$ cat src/rtl/spi_xfer_pkg.sv
package spi_xfer_pkg;

    typedef enum logic [1:0] {
        ST_IDLE  = 2'd0,
        ST_LOAD  = 2'd1,
        ST_SHIFT = 2'd2,
        ST_DONE  = 2'd3
    } xfer_state_t;

    typedef struct packed {
        logic lead;
        logic trail;
    } sck_edge_t;

    typedef struct packed {
        logic master;
        logic lsb_first;
        logic cpol;
        logic cpha;
    } lane_cfg_t;

    function automatic logic is_sample(sck_edge_t e, logic cpha);
        return cpha ? e.trail : e.lead;
    endfunction

    function automatic logic is_launch_edge(sck_edge_t e, logic cpha);
        return cpha ? e.lead : e.trail;
    endfunction

endpackage

$ cat src/rtl/spi_edge_sel.sv
module spi_edge_sel
    import spi_xfer_pkg::*;
(
    input  logic      clk,
    input  logic      rst,
    input  lane_cfg_t cfg,
    input  logic      active,
    input  logic      gen_tick,
    input  logic      slv_sck,
    output sck_edge_t edge_o,
    output logic      sck_out
);

    logic half_q;
    logic sck_q;
    logic slv_sck_q;
    logic slv_chg;

    always_ff @(posedge clk) begin
        if (rst) begin
            half_q    <= 1'b0;
            sck_q     <= cfg.cpol;
            slv_sck_q <= slv_sck;
        end else begin
            slv_sck_q <= slv_sck;
            if (!active || !cfg.master) begin
                half_q <= 1'b0;
                sck_q  <= cfg.cpol;
            end else if (gen_tick) begin
                half_q <= ~half_q;
                sck_q  <= ~sck_q;
            end
        end
    end

    assign slv_chg = slv_sck ^ slv_sck_q;
    assign sck_out = sck_q;

    always_comb begin
        if (cfg.master) begin
            edge_o.lead  = active && gen_tick && !half_q;
            edge_o.trail = active && gen_tick && half_q;
        end else begin
            edge_o.lead  = active && slv_chg && (slv_sck != cfg.cpol);
            edge_o.trail = active && slv_chg && (slv_sck == cfg.cpol);
        end
    end

    AST_MST_LEAD_LEAVES_REST: assert property (@(posedge clk) disable iff (rst)
        (cfg.master && edge_o.lead && $stable(cfg.cpol)) |-> (sck_q == cfg.cpol))
        else $error("leading edge from non-rest level");

endmodule

$ cat src/rtl/spi_shift_path.sv
module spi_shift_path
    import spi_xfer_pkg::*;
#(
    parameter int WORD_W = 8
) (
    input  logic              clk,
    input  logic              rst,
    input  lane_cfg_t         cfg,
    input  logic              load,
    input  logic              tx_valid,
    input  logic [WORD_W-1:0] tx_word,
    input  sck_edge_t         edge_i,
    input  logic              sdi,
    input  logic              rx_full,
    output logic              sdo,
    output logic              word_done,
    output logic              rx_wr,
    output logic [WORD_W-1:0] rx_data,
    output logic              ovf
);

    localparam int CNT_W = (WORD_W > 1) ? $clog2(WORD_W) : 1;
    localparam logic [CNT_W-1:0] LAST_BIT = CNT_W'(WORD_W - 1);

    logic [WORD_W-1:0] tx_sr;
    logic [WORD_W-1:0] rx_sr;
    logic [WORD_W-1:0] rx_next;
    logic [WORD_W-1:0] load_word;
    logic [CNT_W-1:0]  trail_cnt;
    logic [CNT_W-1:0]  smp_cnt;
    logic              smp;
    logic              lch;

    function automatic logic head_of(logic [WORD_W-1:0] v, logic lsb);
        return lsb ? v[0] : v[WORD_W-1];
    endfunction

    function automatic logic [WORD_W-1:0] advance(logic [WORD_W-1:0] v, logic lsb);
        return lsb ? (v >> 1) : (v << 1);
    endfunction

    assign load_word = tx_valid ? tx_word : '0;
    assign smp       = is_sample(edge_i, cfg.cpha);
    assign lch       = is_launch_edge(edge_i, cfg.cpha) &&
                       (cfg.cpha || (trail_cnt != LAST_BIT));
    assign word_done = edge_i.trail && (trail_cnt == LAST_BIT);

    always_comb begin
        if (cfg.lsb_first) rx_next = {sdi, rx_sr[WORD_W-1:1]};
        else               rx_next = {rx_sr[WORD_W-2:0], sdi};
    end

    always_ff @(posedge clk) begin
        if (rst) begin
            tx_sr     <= '0;
            rx_sr     <= '0;
            rx_data   <= '0;
            trail_cnt <= '0;
            smp_cnt   <= '0;
            sdo       <= 1'b0;
            rx_wr     <= 1'b0;
            ovf       <= 1'b0;
        end else begin
            rx_wr <= 1'b0;
            if (load) begin
                trail_cnt <= '0;
                smp_cnt   <= '0;
                if (cfg.cpha) begin
                    tx_sr <= load_word;
                end else begin
                    sdo   <= head_of(load_word, cfg.lsb_first);
                    tx_sr <= advance(load_word, cfg.lsb_first);
                end
            end else begin
                if (lch) begin
                    sdo   <= head_of(tx_sr, cfg.lsb_first);
                    tx_sr <= advance(tx_sr, cfg.lsb_first);
                end
                if (edge_i.trail) trail_cnt <= trail_cnt + 1'b1;
                if (smp) begin
                    rx_sr   <= rx_next;
                    smp_cnt <= smp_cnt + 1'b1;
                    if (smp_cnt == LAST_BIT) begin
                        rx_data <= rx_next;
                        if (rx_full) ovf   <= 1'b1;
                        else         rx_wr <= 1'b1;
                    end
                end
            end
        end
    end

    AST_SDO_HOLD_ON_SAMPLE: assert property (@(posedge clk) disable iff (rst)
        (smp && !load) |=> $stable(sdo))
        else $error("sdo moved on a sampling edge");

    AST_NO_OVERFLOW_CLEAR: assert property (@(posedge clk) disable iff (rst)
        ovf |=> ovf)
        else $error("overflow flag dropped");

    AST_PUSH_SINGLE: assert property (@(posedge clk) disable iff (rst)
        rx_wr |=> !rx_wr)
        else $error("receive push longer than one cycle");

endmodule

$ cat src/rtl/spi_xfer_seq.sv
module spi_xfer_seq
    import spi_xfer_pkg::*;
(
    input  logic        clk,
    input  logic        rst,
    input  logic        master,
    input  logic        start,
    input  logic        tx_empty,
    input  logic        slv_cs_n,
    input  logic        word_done,
    output xfer_state_t state,
    output logic        load,
    output logic        tx_rd,
    output logic        cs_n_out
);

    xfer_state_t st_q;
    xfer_state_t st_d;
    logic        more;

    assign more = master ? (start && !tx_empty) : !slv_cs_n;

    always_comb begin
        st_d = st_q;
        unique case (st_q)
            ST_IDLE:  if (more) st_d = ST_LOAD;
            ST_LOAD:  st_d = ST_SHIFT;
            ST_SHIFT: begin
                if (!master && slv_cs_n) st_d = ST_DONE;
                else if (word_done)      st_d = more ? ST_LOAD : ST_DONE;
            end
            ST_DONE:  st_d = ST_IDLE;
            default:  st_d = ST_IDLE;
        endcase
    end

    always_ff @(posedge clk) begin
        if (rst) begin
            st_q     <= ST_IDLE;
            cs_n_out <= 1'b1;
        end else begin
            st_q <= st_d;
            if (!master)                                   cs_n_out <= 1'b1;
            else if (st_q == ST_IDLE && st_d == ST_LOAD)   cs_n_out <= 1'b0;
            else if (st_q == ST_DONE)                      cs_n_out <= 1'b1;
        end
    end

    assign state = st_q;
    assign load  = (st_q == ST_LOAD);
    assign tx_rd = load && !tx_empty;

    AST_CS_LOW_IN_SHIFT: assert property (@(posedge clk) disable iff (rst)
        (master && st_q == ST_SHIFT) |-> !cs_n_out)
        else $error("select high while shifting");

    AST_CS_HIGH_IN_IDLE: assert property (@(posedge clk) disable iff (rst)
        (st_q == ST_IDLE) |-> cs_n_out)
        else $error("select low while idle");

endmodule

$ cat src/rtl/spi_xfer_engine.sv
module spi_xfer_engine
    import spi_xfer_pkg::*;
#(
    parameter int WORD_W = 8
) (
    input  logic              clk,
    input  logic              rst,
    input  logic              cfg_master,
    input  logic              cfg_lsb_first,
    input  logic              mst_cpol,
    input  logic              mst_cpha,
    input  logic              start,
    input  logic              gen_tick,
    input  logic              slv_sck,
    input  logic              slv_cpol,
    input  logic              slv_cpha,
    input  logic              slv_cs_n,
    input  logic              sdi,
    input  logic              tx_empty,
    input  logic [WORD_W-1:0] tx_data,
    output logic              tx_rd,
    input  logic              rx_full,
    output logic              rx_wr,
    output logic [WORD_W-1:0] rx_data,
    output logic              sck_out,
    output logic              cs_n_out,
    output logic              sdo,
    output logic              ovf
);

    lane_cfg_t   cfg;
    sck_edge_t   edges;
    xfer_state_t st;
    logic        load;
    logic        word_done;

    always_comb begin
        cfg.master    = cfg_master;
        cfg.lsb_first = cfg_lsb_first;
        cfg.cpol      = cfg_master ? mst_cpol : slv_cpol;
        cfg.cpha      = cfg_master ? mst_cpha : slv_cpha;
    end

    spi_xfer_seq u_seq (
        .clk       (clk),
        .rst       (rst),
        .master    (cfg_master),
        .start     (start),
        .tx_empty  (tx_empty),
        .slv_cs_n  (slv_cs_n),
        .word_done (word_done),
        .state     (st),
        .load      (load),
        .tx_rd     (tx_rd),
        .cs_n_out  (cs_n_out)
    );

    spi_edge_sel u_edge (
        .clk      (clk),
        .rst      (rst),
        .cfg      (cfg),
        .active   (st == ST_SHIFT),
        .gen_tick (gen_tick),
        .slv_sck  (slv_sck),
        .edge_o   (edges),
        .sck_out  (sck_out)
    );

    spi_shift_path #(.WORD_W(WORD_W)) u_path (
        .clk       (clk),
        .rst       (rst),
        .cfg       (cfg),
        .load      (load),
        .tx_valid  (!tx_empty),
        .tx_word   (tx_data),
        .edge_i    (edges),
        .sdi       (sdi),
        .rx_full   (rx_full),
        .sdo       (sdo),
        .word_done (word_done),
        .rx_wr     (rx_wr),
        .rx_data   (rx_data),
        .ovf       (ovf)
    );

    AST_SCK_REST_LEVEL: assert property (@(posedge clk) disable iff (rst)
        (cfg_master && st == ST_IDLE && $past(st) == ST_IDLE &&
         $stable(mst_cpol) && $stable(cfg_master)) |-> (sck_out == mst_cpol))
        else $error("serial clock off rest level while idle");

    AST_START_GATE: assert property (@(posedge clk) disable iff (rst)
        (cfg_master && st == ST_IDLE && (!start || tx_empty)) |=> (st == ST_IDLE))
        else $error("master left idle without start and data");

endmodule

$ cat config.mk
export PLATFORM = sky130hd
export DESIGN_NAME = spi_xfer_engine
export DESIGN_NICKNAME = d
export VERILOG_FILES = /design/src/rtl/spi_xfer_pkg.sv /design/src/rtl/spi_edge_sel.sv /design/src/rtl/spi_shift_path.sv /design/src/rtl/spi_xfer_seq.sv /design/src/rtl/spi_xfer_engine.sv
export SDC_FILE = /design/constraint.sdc
export NUM_CORES = 1
export LEC_CHECK = 0
export BUFFER_PORTS_ARGS = -buffer_cell sky130_fd_sc_hd__clkbuf_2
export CAP_MARGIN = 20
export CORE_MARGIN = 4
export CORE_UTILIZATION = 51
export DETAILED_ROUTE_END_ITERATION = 8
export HOLD_SLACK_MARGIN = 0.15
export PLACE_DENSITY = 0.76
export SYNTH_ARGS = -nofsm -noshare
export SYNTH_HDL_FRONTEND = slang
export SYNTH_SLANG_ARGS = --single-unit
$ cat constraint.sdc
create_clock -name clk -period 1.8 [get_ports clk]
set_clock_uncertainty 0.05 [all_clocks]
set_input_delay 0.18 -clock clk [delete_from_list [all_inputs] [get_ports clk]]
set_output_delay 0.18 -clock clk [all_outputs]
set_load 0.03 [all_outputs]
=== Yosys cells after proc, flatten, opt, wreduce, memory -nomap -nowiden ===
Index checks and enable logic that the tools add are counted.

* Add/subtract/negate cells: 2
* Equal/unequal tests: 10
* Multiplexer cells: 29
* Reductions and logical operators: 31
* Bitwise gates (word level): 7

{| class="wikitable"
|+ Operator list
! cell !! number
|-
| 8-bit 2-to-1 mux || 7
|-
| 1-bit 2-to-1 mux || 16
|-
| 1-bit logical AND || 12
|-
| 2-bit 2-to-1 mux || 5
|-
| 2-bit case mux with 4 select lines || 1
|-
| 3-bit by 1-bit adder with 3-bit output (second input constant) || 2
|-
| 3-bit equality test (second input constant) || 2
|-
| 1-bit inverter || 6
|-
| 2-bit OR reduction || 3
|-
| 1-bit zero test || 5
|-
| 2-bit by 1-bit equality test with 1-bit output (second input constant) || 2
|-
| 2-bit equality test (second input constant) || 2
|-
| 2-bit AND reduction || 2
|-
| 4-bit AND reduction || 1
|-
| 2-bit nonzero test || 2
|-
| 4-bit OR reduction || 1
|-
| 3-bit != test (second input constant) || 1
|-
| 3-bit AND reduction || 1
|-
| 3-bit nonzero test || 1
|-
| 2-bit zero test || 1
|-
| 1-bit logical OR || 2
|-
| 2-bit != test (second input constant) || 1
|-
| 1-bit equality test || 1
|-
| 1-bit != test || 1
|-
| 1-bit XOR || 1
|}

* Logic and storage cells: 92
* Bits of input ports: 23
* Flip-flop bits (word level): 39

=== Logic depth before layout (Yosys ltp) ===
* Depth in word-level cells: 11
* Gate-level depth with buffers: 7
* Mapped depth without buffers: 6

=== Hierarchy ===
A second synthesis with hierarchy kept.

* Cells, all modules: 224
* Area total of the unflattened synthesis: 2,031.9 µm²

{| class="wikitable"
|+ Modules (own cells, without submodules)
! module !! cells each !! area an instance (µm²) !! sequential area each (µm²) !! instances
|-
| spi_shift_path || 183 || 1,660.3 || 660.6 || 1
|-
| spi_edge_sel || 17 || 170.2 || 70.1 || 1
|-
| spi_xfer_seq || 20 || 168.9 || 60.1 || 1
|-
| spi_xfer_engine || 4 || 32.5 || 0.0 || 1
|}

=== Least setup slack after synthesis ===
Ideal clock, no wire load.

* Kind: register to register
* Start point: reg u_seq.st_q[1] (netlist: u_seq.state[1])
* End point: reg u_path.tx_sr[0]
* Stages on the path, launching flop included: 7
* Data arrival time: 1.607 ns
* Path buffers: 1
* Setup time: 0.074 ns
* Required time: 1.676 ns
* Setup slack: 0.069 ns
* Path through: dfxtp_1 > buf_4 > or3b_4 > a21o_4 > a211oi_4 > o211ai_1 > a31oi_1

* Cells in the longest elaborated chain, start to end: 7
* Elaborated cells between the ends (all ways): 13
* Those cells by class: eq/ne (2); mux (3); reduce/logical (8)

{| class="wikitable"
|+ RTL lines
! element !! line !! source
|-
| start, declared || spi_xfer_seq.sv:17 || <nowiki>xfer_state_t st_q;</nowiki>
|-
| start signal, assigned || spi_xfer_seq.sv:42 || <nowiki>st_q <= st_d;</nowiki>
|-
| 2-bit equality test || spi_xfer_engine.sv:62 || <nowiki>.active (st == ST_SHIFT),</nowiki>
|-
| 1-bit logical AND (on tied branches) (2 in series) || -- ||
|-
| 2-bit 2-to-1 mux || spi_edge_sel.sv:40 || <nowiki>if (cfg.master) begin</nowiki>
|-
| 1-bit 2-to-1 mux || spi_xfer_pkg.sv:27 || <nowiki>return cpha ? e.lead : e.trail;</nowiki>
|-
| 1-bit logical AND || spi_shift_path.sv:44 || <nowiki>assign lch = is_launch_edge(edge_i, cfg.cpha) &&</nowiki>
|-
| 2-bit nonzero test (no line) || -- ||
|-
| end signal, assigned || spi_shift_path.sv:69 || <nowiki>tx_sr <= load_word;</nowiki>
|-
| end signal, assigned || spi_shift_path.sv:72 || <nowiki>tx_sr <= advance(load_word, cfg.lsb_first);</nowiki>
|-
| end signal, assigned || spi_shift_path.sv:77 || <nowiki>tx_sr <= advance(tx_sr, cfg.lsb_first);</nowiki>
|-
| end, declared || spi_shift_path.sv:25 || <nowiki>logic [WORD_W-1:0] tx_sr;</nowiki>
|}

Several ways; a longest one is shown, not always the timed one.
A chain may end at the register's enable or synchronous reset.

=== Final worst setup path ===
* Start point: reg u_seq.st_q[0] (netlist: u_seq.state[0])
* End point: reg u_path.tx_sr[0]

The elaborated chain is that of the path after synthesis.

==> flow_metrics.py <==
metrics = {
    "outcome": {
        "outcome": "complete, no violations",
    },
    "power_and_ir_drop": {
        "worst_ir_drop_vdd_v": 0.0002679,
        "static_leakage_nw": 1.105,
        "overall_power_mw": 1.764,
        "p_per_area_nw_per_um2": 651.1,
    },
    "final_layout": {
        "diodes": 0,
        "finish.net_count": 328,
        "syn2layout_area_growth_pct": 20.95,
        "post_route_cells_drive_above_1_share": 0.3278,
        "fillerInstances": 332,
        "layout_common_cells": "sky130_fd_sc_hd__clkbuf_2, sky130_fd_sc_hd__dfxtp_1, sky130_fd_sc_hd__mux2i_1, sky130_fd_sc_hd__o21ai_0, sky130_fd_sc_hd__buf_4",
        "most_common_cell_after_layout_fill_and_taps_aside": "sky130_fd_sc_hd__clkbuf_2",
        "finish.instance_area_um2": 2709,
    },
    "yosys": {
        "synthesized_cell_area_um2": 2240,
        "synth-xor-area-share": 0.01564,
        "yosysSeqAreaShare": 0.3531,
        "synth-warning-count": 0,
        "number_of_flip_flops_and_latches_in_the_synthesized_netlist": 39,
        "synthesis.area_per_instance_um2": 9.031,
        "syn-instance-count": 248,
        "yosys.area_share.simple": 0.2385,
        "synth_compound_gate_area_share": 0.1682,
        "synth_mux_area_frac": 0.1626,
        "combinational_family_with_the_most_area_after_synthesis": "simple AND/OR/NAND/NOR gates",
        "number_of_unique_standard_cell_types_used_by_synthesis": 43,
        "synth-adder-area-share": 0.02235,
        "synth.net_count": 275,
    },
    "die": {
        "die_h_um": 74.27,
        "fp.dieW_um": 74.27,
        "die-area_um2": 5516,
        "floorplan.initialDensity": 0.5442,
        "core_region_area_um2": 4115,
        "io_pins": 37,
        "rows": 23,
    },
    "job": {
        "timing.max_cap.violations": 0,
    },
    "placed_design": {
        "place_congestion": 0.8757,
        "io_buffer_count": 36,
        "dp.final_hpwl_um": 3739,
        "placedInstanceArea_um2": 2551,
    },
    "worst_setup_path": {
        "timing.critical_path.cells": "or3b_4, a21o_4, a211oi_4, buf_4, o211ai_1, a31oi_1",
        "worst-setup-path-type": "reg -> reg",
        "reg2reg_setup_slack_ns": 0.04,
        "data_required_time_of_the_critical_path_ns": 1.98,
        "endpoint_kind": "register",
        "critical_path.max_fanout": 6,
        "timing.critical_path.from_type": "register",
        "critPathSlowestCell": "sky130_fd_sc_hd__or3b_4",
        "slowest_delay_ns": 0.41,
        "crit_arrival_ns": 1.94,
    },
    "timing": {
        "maxSlewHeadroom": 0.6893,
        "rsz0062_at_grt": "yes",
        "hold_viol": 0,
        "worst-slew-pin-transition_ns": 0.4531,
        "fmax_mhz": 567.3,
        "setup_viol": 0,
        "post-route-period-util": 0.9793,
        "drv_slew": 0,
        "timing.final.crit_period_ns": 1.763,
    },
    "detailed_routing": {
        "drc_marker_count_from_the_first_detailed_route_iteration": 134,
        "vias": 2049,
        "count_of_unresolved_drc_violations_after_routing": 0,
        "postRouteAntennaNets": 0,
        "drt_pass1_iterations": 4,
        "routed_via_density": 5.821,
        "avgRoutedWirePerCell_um": 14.83,
        "finalWirelength_um": 5219,
    },
    "worst_hold_path": {
        "hold_path_class": "in -> reg",
    },
    "global_routing": {
        "global_route.usage.met3": 0.05135,
        "grt_first_pass_wirelength_um": 8604,
        "busiest_layer": "met2",
        "vias_in_the_first_global_route": 1947,
        "antenna_found_initial": 0,
        "use_met2": 0.3346,
        "met1_use_gr": 0.2514,
        "grt_start_max_net_pins": 38,
        "groute.usage.overall": 0.1995,
        "global_route.overflow_total": 0,
    },
    "cts": {
        "h_tree_lvl_count": 2,
        "cts.root.buffer_cell": "sky130_fd_sc_hd__clkbuf_8",
        "clock_latency_reported_for_the_late_side_of_the_worst_skew_pair_ns": 0.29,
        "cts.clk_slew.worst_paths_ns": 0.08,
        "cts_buffer_depth": 2,
        "cts_buffer_count": 5,
        "clock_tree_from_tritoncts": "yes",
        "cts_num_sinks": 39,
    },
}
-- state kept, by name, summed over array words and instances, names as in the netlist, 2 cells and up --
register / cells
u_seq.state: 2
u_path.trail_cnt: 3
u_path.rx_data: 8
u_path.smp_cnt: 3
u_path.rx_sr: 8
u_path.tx_sr: 8
-- synth_stat cells --
master	n	share of area
sky130_fd_sc_hd__dfxtp_1	38	0.34
sky130_fd_sc_hd__mux2i_1	26	0.12
sky130_fd_sc_hd__o21ai_0	22	0.049
sky130_fd_sc_hd__nand2_1	16	0.027
sky130_fd_sc_hd__nand2b_1	13	0.036
sky130_fd_sc_hd__or2_2	10	0.028
sky130_fd_sc_hd__a21oi_1	9	0.020
sky130_fd_sc_hd__nand4b_1	9	0.035
sky130_fd_sc_hd__nor2_1	9	0.015
sky130_fd_sc_hd__o211ai_1	9	0.030
sky130_fd_sc_hd__a31oi_1	8	0.022
sky130_fd_sc_hd__mux2_2	8	0.040
sky130_fd_sc_hd__clkbuf_1	7	0.012
sky130_fd_sc_hd__nand4_1	7	0.020
sky130_fd_sc_hd__nand3b_1	6	0.020
sky130_fd_sc_hd__ha_1	4	0.022
sky130_fd_sc_hd__inv_1	4	0.0067
sky130_fd_sc_hd__nor3_1	4	0.0089
sky130_fd_sc_hd__xnor2_1	4	0.016
sky130_fd_sc_hd__buf_4	3	0.010
sky130_fd_sc_hd__nand3_1	3	0.0067
sky130_fd_sc_hd__or3_1	3	0.0084
sky130_fd_sc_hd__a31o_2	2	0.0078
sky130_fd_sc_hd__buf_2	2	0.0045
sky130_fd_sc_hd__nor2b_1	2	0.0056
sky130_fd_sc_hd__nor3b_1	2	0.0067
sky130_fd_sc_hd__o21ai_1	2	0.0045
sky130_fd_sc_hd__a211o_1	1	0.0039
sky130_fd_sc_hd__a211oi_1	1	0.0034
sky130_fd_sc_hd__a211oi_4	1	0.0089
sky130_fd_sc_hd__a21o_4	1	0.0067
sky130_fd_sc_hd__a221oi_1	1	0.0039
sky130_fd_sc_hd__buf_1	1	0.0017
sky130_fd_sc_hd__buf_6	1	0.0050
sky130_fd_sc_hd__edfxtp_1	1	0.013
sky130_fd_sc_hd__mux2i_2	1	0.0061
sky130_fd_sc_hd__nor3b_2	1	0.0056
sky130_fd_sc_hd__nor4_1	1	0.0028
sky130_fd_sc_hd__o21a_1	1	0.0034
sky130_fd_sc_hd__o311ai_0	1	0.0039
sky130_fd_sc_hd__or3b_1	1	0.0039
sky130_fd_sc_hd__or3b_2	1	0.0039
sky130_fd_sc_hd__or3b_4	1	0.0050
-- area by class of cell --
type	instances	area, µm²	share of cell area
clock buffers	6	72.57	0.02679
clock inverters	2	12.51	0.004619
inverters	4	15.01	0.005543
multi-input cells	191	1383	0.5104
flip-flops and latches	39	795.8	0.2938
well taps	50	62.56	0.02309
repair buffers	60	367.9	0.1358
-- what timing repair did --
item,4_1_cts,5_1_grt
hold endpoints to repair,4,0
hold buffers,3,0
gates resized for setup,2,8
setup endpoints to repair,9,10
pin swaps,1,1
buffers inserted,2,0
-- critical path: cells and delay by family, from the launching register on --
kind,cells,cell delay (ns)
flip-flops,1,0.35
buffers and inverters,1,0.17
AND/OR/NAND/NOR,1,0.41
AO/OA/AOI/OAI,4,0.70
-- through the flow --
stage | setup WS (ns) | std cells | TNS [ns] | utilization | hold WS, ns
after global routing | -0.01356 | 352 | -0.01666 | 0.6583 | 0.1741
final | 0.03723 | 352 | 0 | 0.6583 | 0.1687
after global placement | -0.08414 | 339 | -0.08414 | 0.6199 | 0.2813
after detailed placement | -0.08917 | 339 | -0.3152 | 0.6199 | 0.2884
after CTS | 0.02102 | 352 | 0 | 0.6534 | 0.1540
after floorplan | 0.06864 | 248 | 0 | - | 0.1577
-- cell families after synthesis --
logic type,after synthesis
AOI/OAI and AO/OA,59
xor gates and xnor gates,4
adders and majority gates,4
buffers and inverters,18
DFF,39
muxes,35
and+or+nand+nor,89
-- per-layer routing --
layer,wire [µm],part of all wire
met5,0,0
met3,234,0.045
met2,2502,0.48
met1,2409,0.46
met4,72,0.014
-- path summary, 6_finish.rpt --
path,end,start,depth (start not counted)
worst max-delay path,u_path.tx_sr[0],u_seq.state[0],6
worst min-delay path,u_edge.half_q,gen_tick,3
worst max register to register,u_path.tx_sr[0],u_seq.state[0],6
worst min register to register,u_path.ovf,u_path.ovf,2
-- where the power goes --
part / internal, mW / leakage, nW / switching, mW
clock: 0.271 / 0.0412 / 0.304
sequential: 0.887 / 0.319 / 0.0154
combinational: 0.131 / 0.745 / 0.156
(Power assumes the default switching activity.)
